==> config.mk <==
export PLATFORM = sky130hd
export DESIGN_NAME = bus_addr_latch
export DESIGN_NICKNAME = d
export VERILOG_FILES = /design/src/rtl/bal_pkg.sv /design/src/rtl/bal_pipe.sv /design/src/rtl/bal_region_dec.sv /design/src/rtl/bal_capture.sv /design/src/rtl/bus_addr_latch.sv
export SDC_FILE = /design/constraint.sdc
export NUM_CORES = 1
export LEC_CHECK = 0
export ABC_AREA = 1
export BUFFER_PORTS_ARGS = -buffer_cell sky130_fd_sc_hd__buf_2
export CAP_MARGIN = 40
export CORE_ASPECT_RATIO = 1.25
export CORE_MARGIN = 2
export CORE_UTILIZATION = 30
export DETAILED_ROUTE_END_ITERATION = 12
export GPL_TIMING_DRIVEN = 0
export PLACE_DENSITY = 0.59
export SYNTH_ARGS = -nofsm -noshare
export SYNTH_HDL_FRONTEND = slang
export SYNTH_HIERARCHICAL = 1
export SYNTH_SLANG_ARGS = --single-unit
==> constraint.sdc <==
create_clock -name clk -period 4.6 [get_ports clk]
set_input_delay 0.46 -clock clk [delete_from_list [all_inputs] [get_ports clk]]
set_output_delay 0.46 -clock clk [all_outputs]
set_load 0.03 [all_outputs]
==> src/rtl/bal_pkg.sv <==
package bal_pkg;
  localparam int unsigned LO_W_DEF  = 20;
  localparam int unsigned HI_W_DEF  = 7;
  localparam int unsigned SYNC_DEF  = 2;
  localparam int unsigned RST_STAGES = 2;

  typedef enum logic [1:0] {
    VLD_HOLD  = 2'd0,
    VLD_SET   = 2'd1,
    VLD_CLEAR = 2'd2
  } vld_act_e;
endpackage

==> src/rtl/bal_pipe.sv <==
module bal_pipe #(
  parameter int unsigned W      = 1,
  parameter int unsigned STAGES = 2
) (
  input  logic         clk,
  input  logic         rst_n,
  input  logic [W-1:0] d,
  output logic [W-1:0] q
);
  logic [W-1:0] stg_q [STAGES];
  logic [W-1:0] stg_d [STAGES];

  for (genvar g = 0; g < STAGES; g++) begin : g_stage
    if (g == 0) begin : g_first
      always_comb stg_d[g] = d;
    end else begin : g_next
      always_comb stg_d[g] = stg_q[g-1];
    end

    always_ff @(posedge clk or negedge rst_n) begin
      if (!rst_n) stg_q[g] <= '0;
      else        stg_q[g] <= stg_d[g];
    end
  end

  assign q = stg_q[STAGES-1];
endmodule

==> src/rtl/bal_region_dec.sv <==
module bal_region_dec #(
  parameter int unsigned      HI_W = 7,
  parameter logic [HI_W-1:0]  BASE = '0
) (
  input  logic [HI_W-1:0] hi,
  output logic            hit
);
  logic [HI_W-1:0] bit_eq;

  for (genvar g = 0; g < HI_W; g++) begin : g_bit
    assign bit_eq[g] = ~(hi[g] ^ BASE[g]);
  end

  assign hit = &bit_eq;
endmodule

==> src/rtl/bal_capture.sv <==
module bal_capture
  import bal_pkg::*;
#(
  parameter int unsigned LO_W = 20
) (
  input  logic            clk,
  input  logic            rst_n,
  input  logic            stb,
  input  logic            dma,
  input  logic [LO_W-1:0] addr,
  input  logic            hit,
  output logic [LO_W-1:0] hold_addr,
  output logic            hold_hit,
  output logic            valid
);
  logic            stb_prev_q, dma_prev_q;
  logic            stb_rise, stb_fall, dma_fall;
  logic            load_en;
  vld_act_e        vld_act;
  logic [LO_W-1:0] addr_q, addr_n;
  logic            hit_q, hit_n;
  logic            vld_q, vld_n;

  // edge detection against the previous sample
  always_comb begin
    stb_rise = stb & ~stb_prev_q;
    stb_fall = ~stb & stb_prev_q;
    dma_fall = ~dma & dma_prev_q;
  end

  // transparent while strobe high or DMA owns the bus
  always_comb begin
    load_en = stb | dma;
    addr_n  = addr_q;
    hit_n   = hit_q;
    if (load_en) begin
      addr_n = addr;
      hit_n  = hit;
    end
  end

  always_comb begin
    if (dma)                        vld_act = VLD_SET;
    else if (stb_rise || dma_fall)  vld_act = VLD_CLEAR;
    else if (stb_fall)              vld_act = VLD_SET;
    else                            vld_act = VLD_HOLD;

    unique case (vld_act)
      VLD_SET:   vld_n = 1'b1;
      VLD_CLEAR: vld_n = 1'b0;
      default:   vld_n = vld_q;
    endcase
  end

  always_ff @(posedge clk or negedge rst_n) begin
    if (!rst_n) begin
      stb_prev_q <= 1'b0;
      dma_prev_q <= 1'b0;
      addr_q     <= '0;
      hit_q      <= 1'b0;
      vld_q      <= 1'b0;
    end else begin
      stb_prev_q <= stb;
      dma_prev_q <= dma;
      addr_q     <= addr_n;
      hit_q      <= hit_n;
      vld_q      <= vld_n;
    end
  end

  assign hold_addr = addr_q;
  assign hold_hit  = hit_q;
  assign valid     = vld_q;
endmodule

==> src/rtl/bus_addr_latch.sv <==
module bus_addr_latch
  import bal_pkg::*;
#(
  parameter int unsigned     LO_W        = LO_W_DEF,
  parameter int unsigned     HI_W        = HI_W_DEF,
  parameter int unsigned     SYNC_STAGES = SYNC_DEF,
  parameter logic [HI_W-1:0] REGION_BASE = '0
) (
  input  logic            clk,
  input  logic            rst_n,
  input  logic [HI_W-1:0] up_addr,
  input  logic [LO_W-1:0] low_addr,
  input  logic            addr_strobe,
  input  logic            dma_own,
  output logic [LO_W-1:0] hold_addr,
  output logic            hold_hit,
  output logic            addr_valid
);
  localparam int unsigned BUS_W = LO_W + HI_W;

  logic [RST_STAGES-1:0] rst_pipe_q;
  logic                  rst_int_n;
  logic [1:0]            ctl_d;
  logic                  stb_d, dma_d;
  logic [BUS_W-1:0]      bus_d;
  logic [LO_W-1:0]       addr_d;
  logic [HI_W-1:0]       hi_d;
  logic                  hit_d;

  // asynchronous assert, synchronous release
  always_ff @(posedge clk or negedge rst_n) begin
    if (!rst_n) rst_pipe_q <= '0;
    else        rst_pipe_q <= {rst_pipe_q[RST_STAGES-2:0], 1'b1};
  end
  assign rst_int_n = rst_pipe_q[RST_STAGES-1];

  bal_pipe #(.W(2), .STAGES(SYNC_STAGES)) u_ctl_sync (
    .clk   (clk),
    .rst_n (rst_int_n),
    .d     ({dma_own, addr_strobe}),
    .q     (ctl_d)
  );
  assign stb_d = ctl_d[0];
  assign dma_d = ctl_d[1];

  bal_pipe #(.W(BUS_W), .STAGES(SYNC_STAGES)) u_bus_dly (
    .clk   (clk),
    .rst_n (rst_int_n),
    .d     ({up_addr, low_addr}),
    .q     (bus_d)
  );
  assign addr_d = bus_d[LO_W-1:0];
  assign hi_d   = bus_d[BUS_W-1:LO_W];

  bal_region_dec #(.HI_W(HI_W), .BASE(REGION_BASE)) u_dec (
    .hi  (hi_d),
    .hit (hit_d)
  );

  bal_capture #(.LO_W(LO_W)) u_cap (
    .clk       (clk),
    .rst_n     (rst_int_n),
    .stb       (stb_d),
    .dma       (dma_d),
    .addr      (addr_d),
    .hit       (hit_d),
    .hold_addr (hold_addr),
    .hold_hit  (hold_hit),
    .valid     (addr_valid)
  );
endmodule

==> run metrics <==
largest net degree at the start of global routing 50; Worst R2R End u_cap/valid$_DFFE_PN0P_; CTS max path bufs 2; placed cells 324; Max VDD drop 0.223 mV; Worst Setup End Kind flop; status completed; Max Fanout on Critical Path 10; clk slew on worst S/H paths 0.08 ns; Avg Cell Area, Syn 14.3 µm²; share of cells above drive strength 1 30.7%; Die Y 106 µm; vias in the first global route 1,429; mapped cell area 0.00250 mm²; PD cells 467 mW/mm²; Clock power frac 37.9%; Routed WL 4.16 mm; combinational group share of total power 7.2%; cts repair resizes 0; crit start category flop; initial core utilization 30.6%; number of CTS-inserted buffers 9; # setup viols final 0; Post-DP HPWL 2.69 mm; register area share after synthesis 84.2%; GR Overflow Total 0; Yosys top cell by area dfrtp_1; Seq cells post-synth 84; Syn Inst Count 174; DRC viols 0; worst-skew pair later-pin latency 0.34 ns; sequential share of power 54.9%; clock sink total 84; Buffers on Ports 52; Reg2Reg Depth 7; crit path launch u_ctl_sync/q[1]$_DFF_PN0_; Data required, critical path 4.82 ns; Critical Setup Path Class flop to flop; crit path capture u_cap/valid$_DFFE_PN0P_; P_sw 340 µW; clk_skew 0.0106 ns; Sw Ratio 23.2%; post-route ant nets 0; crit path time final 1.44 ns; cell row count 37; First DRT Iteration DRCs 104; hold path cells 1; Post-Synth XOR/XNOR Area 0%; largest family of logic cells by synthesized area simple AND/OR/NAND/NOR gates; DIE WIDTH 85.6 µm; Worst Path Arrival 1.66 ns; initial antenna violation count 0; core area 0.00815 mm²; Post CTS Setup Buffer Count 0; Slew Limit Fails 0; synth unique cells 14; full die area 0.00907 mm²; Final Net Count 271; fin cells 341; Adder-Cell Fraction of Synth Area 0.501%; routed vias/inst 4.03; R2R Setup Slk 3.16 ns; leakage power 1.55 nW; Slowest cell on crit path dfrtp_1; via count 1,374; # IOs 53; n_diodes 0; Total Neg Setup Slack 0 ns; top cell type's share of synthesized area 84.2%; RSZ-0062 raised after global routing false; Total GRT Usage 10.3%; Synth Area in Compound Gates 4.61%; final hold vios 0; Final period util 31.2%; TritonCTS clock tree built; Int Pwr 1.12 mW; synth top area cells dfrtp_1 (84%), nand2_1 (7.1%), o21ai_0 (4.2%), buf_4 (0.90%), inv_1 (0.90%); crit-path max cell delay 0.49 ns; DRT Pass-1 Iters 4; WL/cell 12.2 µm; fmax 0.696 GHz; post-synthesis mux area share 0%; synth warn 6; area grow syn2layout 25.6%; Net Count, Synth 206; CP Cell Sequence buf_2, inv_1, nand2_1, inv_1, ha_1, nand2_1, o21ai_0; first-pass GRT wire length 6.97 mm; H-tree lvl count 3; max cap viols 0; HP Class input port to flop; Clock Tree Root clkbuf_8; RR Startpoint u_ctl_sync/q[1]$_DFF_PN0_; post-synthesis simple-gate area fraction 8.12%; gpl congestion 0.695
[cells in the final DEF, fill, tap and decap left out, drive strengths merged, types with 2 or more instances in the layout]
cell type  synthesis  routed
dfrtp             84      84
buf                5      58
o21ai             22      22
clkbuf             1      12
inv                6       7
bufinv             0       2
nor2               5       5
nand2             47      47
[power groups by stage]
stage                     logic, mW  registers (mW)  clock network, mW
after CTS                     0.107           0.805              0.574
after global placement       0.0946           0.824                  0
after detailed placement      0.106           0.820                  0
final                         0.105           0.804              0.556
after global routing          0.116           0.811              0.611
after floorplan              0.0242           0.853                  0
[state kept, by name (all words and copies together) (netlist names)]
register          flops
u_cap/valid           1
u_cap/dma_prev_q      1
u_cap/hold_addr      20
u_ctl_sync/stg_d      2
u_cap/hold_hit        1
rst_pipe_q            2
u_ctl_sync/q          2
u_cap/stb_prev_q      1
u_bus_dly/stg_d      27
u_bus_dly/q          27
[through the flow]
stage                     total power [mW]  area, µm²  util, %  hold slack [ns]  setup slack (ns)
final                                 1.47       3140     38.5            0.218              3.16
after global routing                  1.54       3140     38.5            0.190              3.08
after CTS                             1.49       3140     38.5            0.193              3.16
after detailed placement             0.926       2910     35.7            0.248              3.18
after global placement               0.919       2880     35.3            0.245              1.34
after floorplan                      0.877       2500        -            0.164              2.09
[synthesized netlist by cell type]
cell / instances
conb_1: 1
buf_4: 3
nor2_2: 1
nand3_1: 1
clkbuf_2: 1
o21ai_0: 21
buf_2: 2
nand2_1: 47
nor2_1: 4
inv_1: 6
ha_1: 1
dfrtp_1: 84
a21oi_1: 1
o21ai_1: 1
[worst max-delay path: cells and delay by family, from the launching register on]
family,cells,cell delay (ns)
AOI/OAI and AO/OA,1,0.06
and+or+nand+nor,2,0.12
adders and majority gates,1,0.29
buffers and inverters,3,0.37
DFF,1,0.49
[layout make-up]
cell class	count	area, µm²
Clock inverter	5	85.1
Inverter	6	22.5
Clock buffer	11	131
Multi-Input combinational cell	78	334
Sequential cell	84	2110
Buffer	6	37.5
Tap cell	97	121
Timing Repair Buffer	54	298
Fill cell	784	5010
[worst min-delay path by stage]
stage | from | slack, ns | end
6_report | low_addr[10] | 0.22 | u_bus_dly/stg_d[10]$_DFF_PN0_
5_1_grt | low_addr[9] | 0.19 | u_bus_dly/stg_d[9]$_DFF_PN0_
4_1_cts | low_addr[9] | 0.19 | u_bus_dly/stg_d[9]$_DFF_PN0_
3_5_place_dp | rst_n | 0.25 | rst_pipe_q[1]$_DFF_PN0_
3_3_place_gp | rst_n | 0.25 | rst_pipe_q[1]$_DFF_PN0_
2_1_floorplan | rst_n | 0.16 | rst_pipe_q[0]$_DFF_PN0_
[timing repair]
item | in CTS | in global routing
hold buffers | 1 | 0
hold endpoints to repair | 2 | 0
setup endpoints to repair | 0 | 0
[per-layer routing]
metal | routed length (µm) | up-vias | global-route usage (%)
li1 | - | 668 | -
met1 | 1800 | 665 | 12.7
met2 | 2070 | 32 | 15.2
met3 | 166 | 9 | 3.42
met4 | 125 | 0 | 6.92
met5 | 0 | - | 0
[cells by family after synthesis]
kind of cell | after synthesis
simple gates | 53
buf+inv | 12
compound gates | 23
fa+ha+maj | 1
other cells | 1
flops | 84
No activity file was read; power rests on OpenSTA's default activity.
